--- src/rtl/ccr_pkg.sv ---
package ccr_pkg;

    typedef struct packed {
        logic open;
        logic valid;
    } ccr_ctrl_t;

endpackage

--- src/rtl/ccr_ptr.sv ---
module ccr_ptr #(
    parameter int NUM_REGS = 8,
    parameter int ADDR_W   = (NUM_REGS > 1) ? $clog2(NUM_REGS) : 1
) (
    input  logic              clk,
    input  logic              rst_n,
    input  logic              load_i,
    input  logic [ADDR_W-1:0] addr_i,
    input  logic              adv_i,
    output logic [ADDR_W-1:0] ptr_o
);

    localparam logic [ADDR_W-1:0] LAST = ADDR_W'(NUM_REGS - 1);

    logic [ADDR_W-1:0] ptr_d, ptr_q;
    logic              addr_ok;

    assign addr_ok = (int'(addr_i) < NUM_REGS);

    always_comb begin
        ptr_d = ptr_q;
        if (load_i) begin
            ptr_d = addr_ok ? addr_i : '0;
        end else if (adv_i) begin
            ptr_d = (ptr_q == LAST) ? '0 : ptr_q + 1'b1;
        end
    end

    always_ff @(posedge clk) begin
        if (!rst_n) ptr_q <= '0;
        else        ptr_q <= ptr_d;
    end

    assign ptr_o = ptr_q;

    // advancing past the top of the bank lands on address 0
    a_r5_wrap_to_zero: assert property (@(posedge clk) disable iff (!rst_n)
        (adv_i && !load_i && ptr_q == LAST) |=> (ptr_q == '0));

    // the pointer moves only on a load or an accepted byte
    a_r6_ptr_holds: assert property (@(posedge clk) disable iff (!rst_n)
        (!adv_i && !load_i) |=> $stable(ptr_q));

    // the pointer never leaves the bank
    always_ff @(posedge clk) begin
        if (rst_n) begin
            a_r3_ptr_in_bank: assert (int'(ptr_q) < NUM_REGS);
        end
    end

endmodule

--- src/rtl/ccr_snap.sv ---
module ccr_snap #(
    parameter int NUM_REGS = 8,
    parameter int DATA_W   = 8,
    parameter int ADDR_W   = (NUM_REGS > 1) ? $clog2(NUM_REGS) : 1
) (
    input  logic                         clk,
    input  logic                         rst_n,
    input  logic                         capture_i,
    input  logic [NUM_REGS*DATA_W-1:0]   live_i,
    input  logic [ADDR_W-1:0]            sel_i,
    output logic [DATA_W-1:0]            byte_o
);

    localparam int BANK_W = NUM_REGS * DATA_W;

    logic [BANK_W-1:0] bank_d, bank_q;

    always_comb begin
        bank_d = capture_i ? live_i : bank_q;
    end

    always_ff @(posedge clk) begin
        if (!rst_n) bank_q <= '0;
        else        bank_q <= bank_d;
    end

    assign byte_o = bank_q[int'(sel_i)*DATA_W +: DATA_W];

    // the buffer takes the live values on the capture edge
    a_r2_capture_copies: assert property (@(posedge clk) disable iff (!rst_n)
        capture_i |=> (bank_q == $past(live_i)));

    // without a capture the buffer is frozen
    a_r2_buffer_frozen: assert property (@(posedge clk) disable iff (!rst_n)
        !capture_i |=> $stable(bank_q));

endmodule

--- src/rtl/ccr_read_port.sv ---
module ccr_read_port
    import ccr_pkg::*;
#(
    parameter int NUM_REGS = 8,
    parameter int DATA_W   = 8,
    parameter int ADDR_W   = (NUM_REGS > 1) ? $clog2(NUM_REGS) : 1
) (
    input  logic                       clk,
    input  logic                       rst_n,
    input  logic                       rd_start_i,
    input  logic                       addr_load_i,
    input  logic [ADDR_W-1:0]          addr_i,
    input  logic                       byte_req_i,
    input  logic                       stop_i,
    input  logic [NUM_REGS*DATA_W-1:0] live_i,
    output logic [DATA_W-1:0]          rd_data_o,
    output logic                       rd_valid_o
);

    ccr_ctrl_t         ctrl_d, ctrl_q;
    logic [DATA_W-1:0] data_d, data_q;
    logic [ADDR_W-1:0] ptr;
    logic [DATA_W-1:0] snap_byte;
    logic              accept;

    assign accept = byte_req_i && ctrl_q.open;

    ccr_ptr #(
        .NUM_REGS (NUM_REGS),
        .ADDR_W   (ADDR_W)
    ) ptr_i (
        .clk    (clk),
        .rst_n  (rst_n),
        .load_i (addr_load_i),
        .addr_i (addr_i),
        .adv_i  (accept),
        .ptr_o  (ptr)
    );

    ccr_snap #(
        .NUM_REGS (NUM_REGS),
        .DATA_W   (DATA_W),
        .ADDR_W   (ADDR_W)
    ) snap_i (
        .clk       (clk),
        .rst_n     (rst_n),
        .capture_i (rd_start_i),
        .live_i    (live_i),
        .sel_i     (ptr),
        .byte_o    (snap_byte)
    );

    always_comb begin
        ctrl_d = ctrl_q;
        data_d = data_q;
        if (rd_start_i)  ctrl_d.open = 1'b1;
        else if (stop_i) ctrl_d.open = 1'b0;
        ctrl_d.valid = accept;
        if (accept) data_d = snap_byte;
    end

    always_ff @(posedge clk) begin
        if (!rst_n) begin
            ctrl_q <= '0;
            data_q <= '0;
        end else begin
            ctrl_q <= ctrl_d;
            data_q <= data_d;
        end
    end

    assign rd_data_o  = data_q;
    assign rd_valid_o = ctrl_q.valid;

    // an accepted request yields a strobe next cycle
    a_r4_req_gives_valid: assert property (@(posedge clk) disable iff (!rst_n)
        (byte_req_i && ctrl_q.open) |=> rd_valid_o);

    // no strobe without an accepted request
    a_r8_no_spurious_valid: assert property (@(posedge clk) disable iff (!rst_n)
        !(byte_req_i && ctrl_q.open) |=> !rd_valid_o);

    // the output byte holds between accepted requests
    a_r6_data_holds: assert property (@(posedge clk) disable iff (!rst_n)
        !(byte_req_i && ctrl_q.open) |=> $stable(rd_data_o));

endmodule

--- config.mk ---
export PLATFORM = sky130hd
export DESIGN_NAME = ccr_read_port
export DESIGN_NICKNAME = d
export VERILOG_FILES = /design/src/rtl/ccr_pkg.sv /design/src/rtl/ccr_ptr.sv /design/src/rtl/ccr_snap.sv /design/src/rtl/ccr_read_port.sv
export SDC_FILE = /design/constraint.sdc
export NUM_CORES = 1
export LEC_CHECK = 0
export BUFFER_PORTS_ARGS = -buffer_cell sky130_fd_sc_hd__buf_2
export CAP_MARGIN = 20
export CELL_PAD_IN_SITES_DETAIL_PLACEMENT = 1
export CELL_PAD_IN_SITES_GLOBAL_PLACEMENT = 2
export CORE_ASPECT_RATIO = 2
export CORE_MARGIN = 10
export CORE_UTILIZATION = 36
export CTS_CLUSTER_SIZE = 40
export DETAILED_ROUTE_END_ITERATION = 6
export PLACE_DENSITY = 0.94
export SLEW_MARGIN = 10
export SYNTH_ARGS = -nofsm -noshare
export SYNTH_HDL_FRONTEND = slang
export SYNTH_SLANG_ARGS = --single-unit
--- constraint.sdc ---
create_clock -name clk -period 2.5 [get_ports clk]
set_clock_uncertainty 0.1 [all_clocks]
set_input_delay 0.5 -clock clk [delete_from_list [all_inputs] [get_ports clk]]
set_output_delay 0.5 -clock clk [all_outputs]
set_load 0.02 [all_outputs]
==> flow_summary.json, run 1 <==
{
  "status": "finished, final reports clean",
  "p_clk_frac": 0.418,
  "clk_pin_slew_ps": 50,
  "finalMaxSlewViolations": 0,
  "dp_hpwl_mm": 7.71,
  "start_kind": "flip-flop",
  "place_area_um2": 3920,
  "crit_path_max_fanout": 22,
  "dieArea_um2": 14200,
  "stdcell_count": 505,
  "synth_top_area_share": 0.445,
  "final_core_util": 0.447,
  "whs_ps": 328,
  "seq_power_share": 0.458,
  "hold_path_class": "in -> reg",
  "track_usage": 0.142,
  "overflow": 0,
  "tns_ps": 0,
  "timing.slew.headroom": 0.603,
  "power.switching_w": 0.000697,
  "numCtsBuffers": 9,
  "clock_sinks": 77,
  "crit_arrival_ps": 1870,
  "core_um2": 9380,
  "vias": 2586,
  "stdcell_area_um2": 4200,
  "critPathRequiredTime_ps": 2620,
  "synthCells": 323,
  "finalSetupViolCount": 0,
  "synth_top_cell_by_area": "dfxtp_1",
  "num_io_pins": 82,
  "seq_area_frac_synth": 0.445,
  "fp-row-count": 50,
  "p_sw_frac": 0.234,
  "ir_drop_mv": 0.355,
  "gp_congestion": 0.788,
  "rsz0062_at_grt": "no",
  "fmax_mhz": 572,
  "grt_max_degree": 28,
  "clock_latency_ps": 330,
  "fin_nets": 473,
  "drive_gt1_frac": 0.254,
  "post_cts_buffers": 0,
  "drt-total-wl_mm": 9.83,
  "path_class": "reg -> reg",
  "die_x_um": 89.3,
  "yosysUniqueCellTypes": 24,
  "ys_top_cells_by_area": "dfxtp_1, mux2i_1, nor2b_1, a22oi_1, buf_4",
  "fin_crit_ps": 1750,
  "layout.area.seq_um2": 1540,
  "internal_power_w": 0.00228,
  "leakagePower_nw": 1.90,
  "numPortBuffers": 81,
  "start_util": 0.369,
  "drt-initial-drc-count": 147,
  "ys_ff_latch": 77,
  "routedWlPerCell_um": 19.5,
  "cellPowerDensity_nw_per_um2": 709,
  "antenna_cells": 0,
  "ctsResizeCount": 0,
  "syn2layout_area_growth_pct": 21.3,
  "cts_buffer_depth": 2,
  "cts_htree_levels": 3,
  "routed_via_density": 5.12,
  "avgSynthCellArea_um2": 10.7,
  "dpl.cell_count": 491,
  "fp.dieH_um": 159,
  "root_buffer": "clkbuf_16",
  "multiInputGateArea_um2": 1750,
  "first_global_vias": 2893,
  "fillers": 1065,
  "netlist_area_um2": 3460,
  "cts_tree": "done",
  "drcViolationCount": 0,
  "p_comb_frac": 0.124,
  "worst_pin_slew_ps": 595,
  "holdBufCountCts": 0,
  "crit_path_end_kind": "flip-flop",
  "hold_violations": 0,
  "synth-warning-count": 0,
  "finalCritPeriodShare": 0.700,
  "drt_pass1_iterations": 4,
  "synthesis.nets": 398,
  "ant_nets": 0,
  "grt_antenna_before_repair": 0,
  "maxCapViolCount": 0,
  "grt_first_pass_wirelength_mm": 15.0
}
## placed cells by master, fill, tap and decap left out
master / count
nand2_2: 1
a22oi_1: 15
dfxtp_2: 1
buf_12: 3
a21oi_1: 8
and3_1: 2
clkbuf_8: 1
bufinv_16: 1
buf_2: 80
mux2i_1: 98
and2_1: 3
a211o_1: 1
nand2b_1: 1
nor2b_1: 67
a22oi_2: 1
and2_0: 1
o21ai_0: 10
o21a_1: 1
nand2_1: 2
clkbuf_16: 9
ha_1: 2
clkinv_2: 1
clkbuf_1: 2
nor3_1: 1
nor2_1: 9
buf_4: 4
dfxtp_1: 76
## stage by stage
step | total power [W] | setup WS [ps]
detailed placement | 0.00176 | 808
floorplan | 0.00162 | 1170
global placement | 0.00174 | 818
CTS | 0.00301 | 741
finish | 0.00298 | 751
global route | 0.00310 | 660
## cell type report
class | count | area share
clock buffers | 12 | 0.0587
clock inverters | 2 | 0.00835
multi-input cells | 223 | 0.418
flip-flops and latches | 77 | 0.368
well taps | 104 | 0.0310
repair buffers | 87 | 0.117
## path summary, 6_finish.rpt
path	start	endpoint	slack, ps	cells after the start
worst min register to register	snap_i.bank_q[5]	snap_i.bank_q[5]	420	2
worst min-delay path	live_i[2]	snap_i.bank_q[2]	330	3
worst max register to register	ptr_i.ptr_o[0]	rd_data_o[2]	750	5
worst max-delay path	ptr_i.ptr_o[0]	rd_data_o[2]	750	5
## flip-flops by register name, summed over array words and instances, names as in the netlist
signal	count
rd_data_o	8
ptr_i.ptr_o	3
rd_valid_o	1
ctrl_q	1
snap_i.bank_q	64
## cells in the mapped netlist (all sizes together)
library cell,count
nand2,3
o21a,1
nor2,9
mux2i,98
ha,2
and2,4
a21oi,8
a211o,1
buf,13
clkbuf,10
and3,2
o21ai,10
dfxtp,77
nor3,1
nand2b,1
a22oi,16
nor2b,67
## critical path, cell delays in order, from the launching register on
cell and delay [ps]:
dfxtp_2 590, buf_12 250, mux2i_1 240, a22oi_1 140, a21oi_1 230, nor2_1 70
## routing by layer
| metal | vias to the layer above | wire length [µm] | track usage |
|---|---|---|---|
| met5 | - | 0 | 0 |
| met4 | 0 | 252 | 0.0671 |
| met3 | 15 | 391 | 0.0379 |
| met2 | 61 | 5800 | 0.270 |
| met1 | 1242 | 3380 | 0.131 |
| li1 | 1268 | - | - |
## power groups by stage
stage | sequential, W | clock, W | combinational, W
CTS | 0.00136 | 0.00127 | 0.000376
floorplan | 0.00137 | 0 | 0.000255
global route | 0.00137 | 0.00132 | 0.000408
global placement | 0.00138 | 0 | 0.000360
detailed placement | 0.00139 | 0 | 0.000373
finish | 0.00136 | 0.00124 | 0.000370
## kinds of logic after synthesis
family                   count (synthesis)  synth area share
buffers and inverters                   23            0.0481
adder cells (fa/ha/maj)                  2           0.00723
multiplexers                            98             0.283
AO/OA/AOI/OAI                           36            0.0669
flip-flops                              77             0.445
AND/OR/NAND/NOR                         87             0.149
Note: power is estimated with default switching activity, not from simulation.
==> inputs of run 2 (changes only) <==
CORE_UTILIZATION = 33   (was 36)
PLACE_DENSITY = 0.88   (was 0.94)
clock period = 1.7 ns   (was 2.5 ns; I/O delays follow)
==> run 2 against run 1 <==
Net effect: die area up 7.5%; first-iteration DRC count down 38%; fmax up 11%; highest routed layer unchanged.
==> flow_summary.json, run 2 (synthesized netlist as in run 1, its figures left out) <==
{
  "num_io_pins": 82,
  "cts_tree": "done",
  "root_buffer": "clkbuf_16",
  "post_cts_buffers": 0,
  "ant_nets": 0,
  "syn2layout_area_growth_pct": 24.8,
  "holdBufCountCts": 0,
  "overflow": 0,
  "routed_via_density": 4.76,
  "dieArea_um2": 15200,
  "finalMaxSlewViolations": 0,
  "clk_pin_slew_ps": 60,
  "fin_crit_ps": 1570,
  "crit_path_max_fanout": 15,
  "clock_sinks": 77,
  "dp_hpwl_mm": 7.76,
  "die_x_um": 92.4,
  "rsz0062_at_grt": "no",
  "rr_worst_depth": 5,
  "fillers": 1193,
  "drt_pass1_iterations": 4,
  "numPortBuffers": 81,
  "grt_first_pass_wirelength_mm": 15.6,
  "start_util": 0.339,
  "fp-row-count": 52,
  "grt_antenna_before_repair": 0,
  "whs_path_depth": 3,
  "cts_buffer_depth": 2,
  "critPathRequiredTime_ps": 1830,
  "rrSetupSlack_ps": 130,
  "crit_arrival_ps": 1700,
  "clock_latency_ps": 340,
  "maxCapViolCount": 0,
  "crit_path_end_kind": "flip-flop",
  "status": "finished, final reports clean",
  "layout_commonest_cell": "mux2i_1",
  "vias": 2605,
  "cellPowerDensity_nw_per_um2": 1000,
  "start_kind": "flip-flop",
  "finalSetupViolCount": 0,
  "drcViolationCount": 0,
  "drt-total-wl_mm": 9.91,
  "antenna_cells": 0,
  "largest_reg_flops": 64,
  "stdcell_count": 547,
  "worst_pin_slew_ps": 488,
  "fp.dieH_um": 165,
  "drt-initial-drc-count": 91,
  "ctsResizeCount": 0,
  "fmax_mhz": 636,
  "first_global_vias": 3009,
  "hold_violations": 0,
  "dpl.cell_count": 531,
  "numCtsBuffers": 9,
  "drive_gt1_frac": 0.277,
  "track_usage": 0.132,
  "top_register": "snap_i.bank_q",
  "timing.slew.headroom": 0.674,
  "ir_drop_mv": 0.515,
  "p_total_w": 0.00434,
  "tns_ps": 0,
  "gp_congestion": 0.748,
  "fin_nets": 482,
  "path_class": "reg -> reg",
  "grt_max_degree": 78,
  "cts_htree_levels": 3,
  "leakagePower_nw": 1.95,
  "layout_common_cells": "mux2i_1, buf_2, dfxtp_1",
  "hold_path_class": "in -> reg",
  "finalCritPeriodShare": 0.925,
  "core_um2": 10200,
  "routedWlPerCell_um": 18.1
}
==> run 2: area by class of cell <==
type,instances,area (µm²),share of cell area
Clock buffer,12,256,0.0594
Timing Repair Buffer,96,574,0.133
Multi-Input combinational cell,223,1750,0.406
Tap cell,135,169,0.0391
Sequential cell,77,1540,0.357
Clock inverter,4,22.5,0.00522
==> run 2: final timing paths <==
kind | startpoint | to
worst max-delay path | ptr_i.ptr_o[0] | rd_data_o[2]
worst min-delay path | live_i[40] | snap_i.bank_q[40]
worst max register to register | ptr_i.ptr_o[0] | rd_data_o[2]
worst min register to register | snap_i.bank_q[19] | snap_i.bank_q[19]
==> run 2: per-stage QoR <==
stage                     setup WS, ps  instance area [µm²]   util  hold WS [ps]
after detailed placement          48.3                 4040  0.395           408
after global routing              14.4                 4320  0.423           171
after global placement            41.2                 4040  0.395           397
after floorplan                    390                 3460      -           382
final                              128                 4320  0.423           158
after CTS                         43.5                 4310  0.422           152
==> run 2: power by group <==
part	switching [W]	internal, W	leakage [nW]
combinational	0.000274	0.000299	1.17
clock	0.000711	0.00106	0.138
sequential	0.0000791	0.00192	0.636
total	0.00106	0.00327	1.95
==> run 2: critical path, stage by stage, from the launching register on <==
cell	delay, ps
dfxtp_2	480
buf_6	250
mux2i_1	280
a22oi_1	120
a21oi_1	170
nor2_1	50
==> run 2: layer usage <==
layer	GRT usage	wire (µm)	vias to the layer above
met1	0.124	3530	1249
li1	-	-	1287
met4	0.0543	194	0
met2	0.259	5740	56
met3	0.0327	445	13
met5	0	0	-
==> inputs of run 3 (changes only) <==
CELL_PAD_IN_SITES_DETAIL_PLACEMENT = 0   (was 1)
CELL_PAD_IN_SITES_GLOBAL_PLACEMENT = 1   (was 2)
CORE_UTILIZATION = 41   (was 33)
CTS_CLUSTER_DIAMETER = 120   (was default)
PLACE_DENSITY = default   (was 0.88)
PLACE_DENSITY_LB_ADDON = 0.15   (was default)
==> run 3 against run 2 <==
Net effect: critical path depth is the same; die area shrank 16%; final area grew 0.38%; worst setup slack gained 24 ps; critical endpoint is now rd_data_o[1].
==> flow_summary.json, run 3 (synthesized netlist as in run 1, its figures left out) <==
{
  "internal_power_w": 0.00368,
  "antenna_cells": 0,
  "grt_antenna_before_repair": 0,
  "grt_max_degree": 55,
  "numCtsBuffers": 9,
  "finalMaxSlewViolations": 0,
  "overflow": 0,
  "syn2layout_area_growth_pct": 25.2,
  "slowest_delay_ps": 440,
  "cts_buffer_depth": 2,
  "top_register": "snap_i.bank_q",
  "numPortBuffers": 81,
  "hold_violations": 0,
  "die_x_um": 85.0,
  "leakagePower_nw": 1.98,
  "seq_power_share": 0.421,
  "crit_path_end_kind": "flip-flop",
  "fin_crit_ps": 1550,
  "path_class": "reg -> reg",
  "core_um2": 8230,
  "root_buffer": "clkbuf_16",
  "crit_slowest_cell": "dfxtp_2",
  "start_kind": "flip-flop",
  "crit_arrival_ps": 1670,
  "p_comb_frac": 0.119,
  "cellPowerDensity_nw_per_um2": 1090,
  "fp-row-count": 47,
  "place_area_um2": 3990,
  "worst_pin_slew_ps": 246,
  "fmax_mhz": 646,
  "hold_path_class": "in -> reg",
  "timing.slew.headroom": 0.831,
  "drt-initial-drc-count": 95,
  "critPathRequiredTime_ps": 1820,
  "ir_drop_mv": 0.659,
  "dp_hpwl_mm": 6.78,
  "clock_latency_ps": 330,
  "layout_common_cells": "mux2i_1, buf_2, dfxtp_1",
  "drive_gt1_frac": 0.274,
  "largest_reg_flops": 64,
  "cts_tree": "done",
  "clk_pin_slew_ps": 60,
  "holdBufCountCts": 0,
  "clock_sinks": 77,
  "finalSetupViolCount": 0,
  "fp.dieH_um": 150,
  "drt-total-wl_mm": 8.82,
  "power.switching_w": 0.00104,
  "routedWlPerCell_um": 17.3,
  "finalCritPeriodShare": 0.910,
  "drcViolationCount": 0,
  "crit_path_max_fanout": 16,
  "post_cts_buffers": 0,
  "cts_htree_levels": 3,
  "fin_nets": 482,
  "p_clk_frac": 0.460,
  "layout_commonest_cell": "mux2i_1",
  "drt_pass1_iterations": 4,
  "ant_nets": 0,
  "num_io_pins": 82,
  "status": "finished, final reports clean",
  "track_usage": 0.141,
  "tns_ps": 0,
  "p_sw_frac": 0.220,
  "grt_first_pass_wirelength_mm": 14.1,
  "dieArea_um2": 12700,
  "start_util": 0.420,
  "stdcell_area_um2": 4330,
  "gp_congestion": 0.773,
  "routed_via_density": 4.92,
  "maxCapViolCount": 0,
  "rsz0062_at_grt": "no",
  "crit_chain": "buf_6 > mux2i_1 > a22oi_1 > a21oi_1 > nor2_1",
  "first_global_vias": 2773,
  "vias": 2510
}
[run 3: changes by cell type in the layout (fill, tap and decap cells not counted)]
cell,delta
clkbuf_8,-1
bufinv_16,+3
clkbuf_1,+1
clkinv_2,-2
clkinvlp_4,-1
[run 3: power by group through the flow]
| stage | clock [W] | sequential [W] | combinational [W] |
|---|---|---|---|
| finish | 0.00217 | 0.00199 | 0.000562 |
| global route | 0.00230 | 0.00200 | 0.000624 |
| CTS | 0.00221 | 0.00199 | 0.000570 |
| detailed placement | 0 | 0.00203 | 0.000567 |
| global placement | 0 | 0.00203 | 0.000556 |
| floorplan | 0 | 0.00201 | 0.000375 |
[run 3: worst max-delay path, delay by kind of cell (launching register included)]
| family | cells | cell delay, ps |
|---|---|---|
| flops | 1 | 440 |
| mux | 1 | 300 |
| compound gates | 2 | 270 |
| buf+inv | 1 | 260 |
| simple gates | 1 | 60 |
[run 3: final cells by class]
type	instances	area (µm²)
Fill cell	805	3900
Multi-Input combinational cell	223	1750
Sequential cell	77	1540
Timing Repair Buffer	96	574
Clock buffer	12	246
Tap cell	98	123
Clock inverter	4	95.1
[run 3: worst paths after layout]
| kind | from | to | slack [ps] | cells after the start |
|---|---|---|---|---|
| setup / recovery | ptr_i.ptr_o[0] | rd_data_o[1] | 150 | 5 |
| hold / removal | live_i[55] | snap_i.bank_q[55] | 160 | 3 |
| setup reg to reg | ptr_i.ptr_o[0] | rd_data_o[1] | 150 | 5 |
| hold reg to reg | snap_i.bank_q[45] | snap_i.bank_q[45] | 420 | 2 |
[run 3: timing repair]
item                                    in CTS  in global routing
endpoints found under the setup margin       0                  1
endpoints found under the hold margin        0                  0
gates resized for setup                      0                  1
[run 3: layer usage]
layer  GRT usage  wire [µm]
met1       0.136       3360
met5           0          0
met3      0.0446        432
met2       0.264       4880
met4      0.0571        141
[run 3: through the flow]
| step | util | power [W] | setup slack [ps] | instances | hold WS, ps |
|---|---|---|---|---|---|
| 4_1_cts | 0.526 | 0.00477 | 93.6 | 510 | 155 |
| 2_1_floorplan | - | 0.00238 | 390 | 323 | 382 |
| 3_3_place_gp | 0.484 | 0.00258 | 112 | 494 | 400 |
| 5_1_grt | 0.526 | 0.00492 | 47.7 | 510 | 162 |
| 3_5_place_dp | 0.484 | 0.00259 | 106 | 494 | 407 |
| 6_report | 0.526 | 0.00472 | 152 | 510 | 161 |
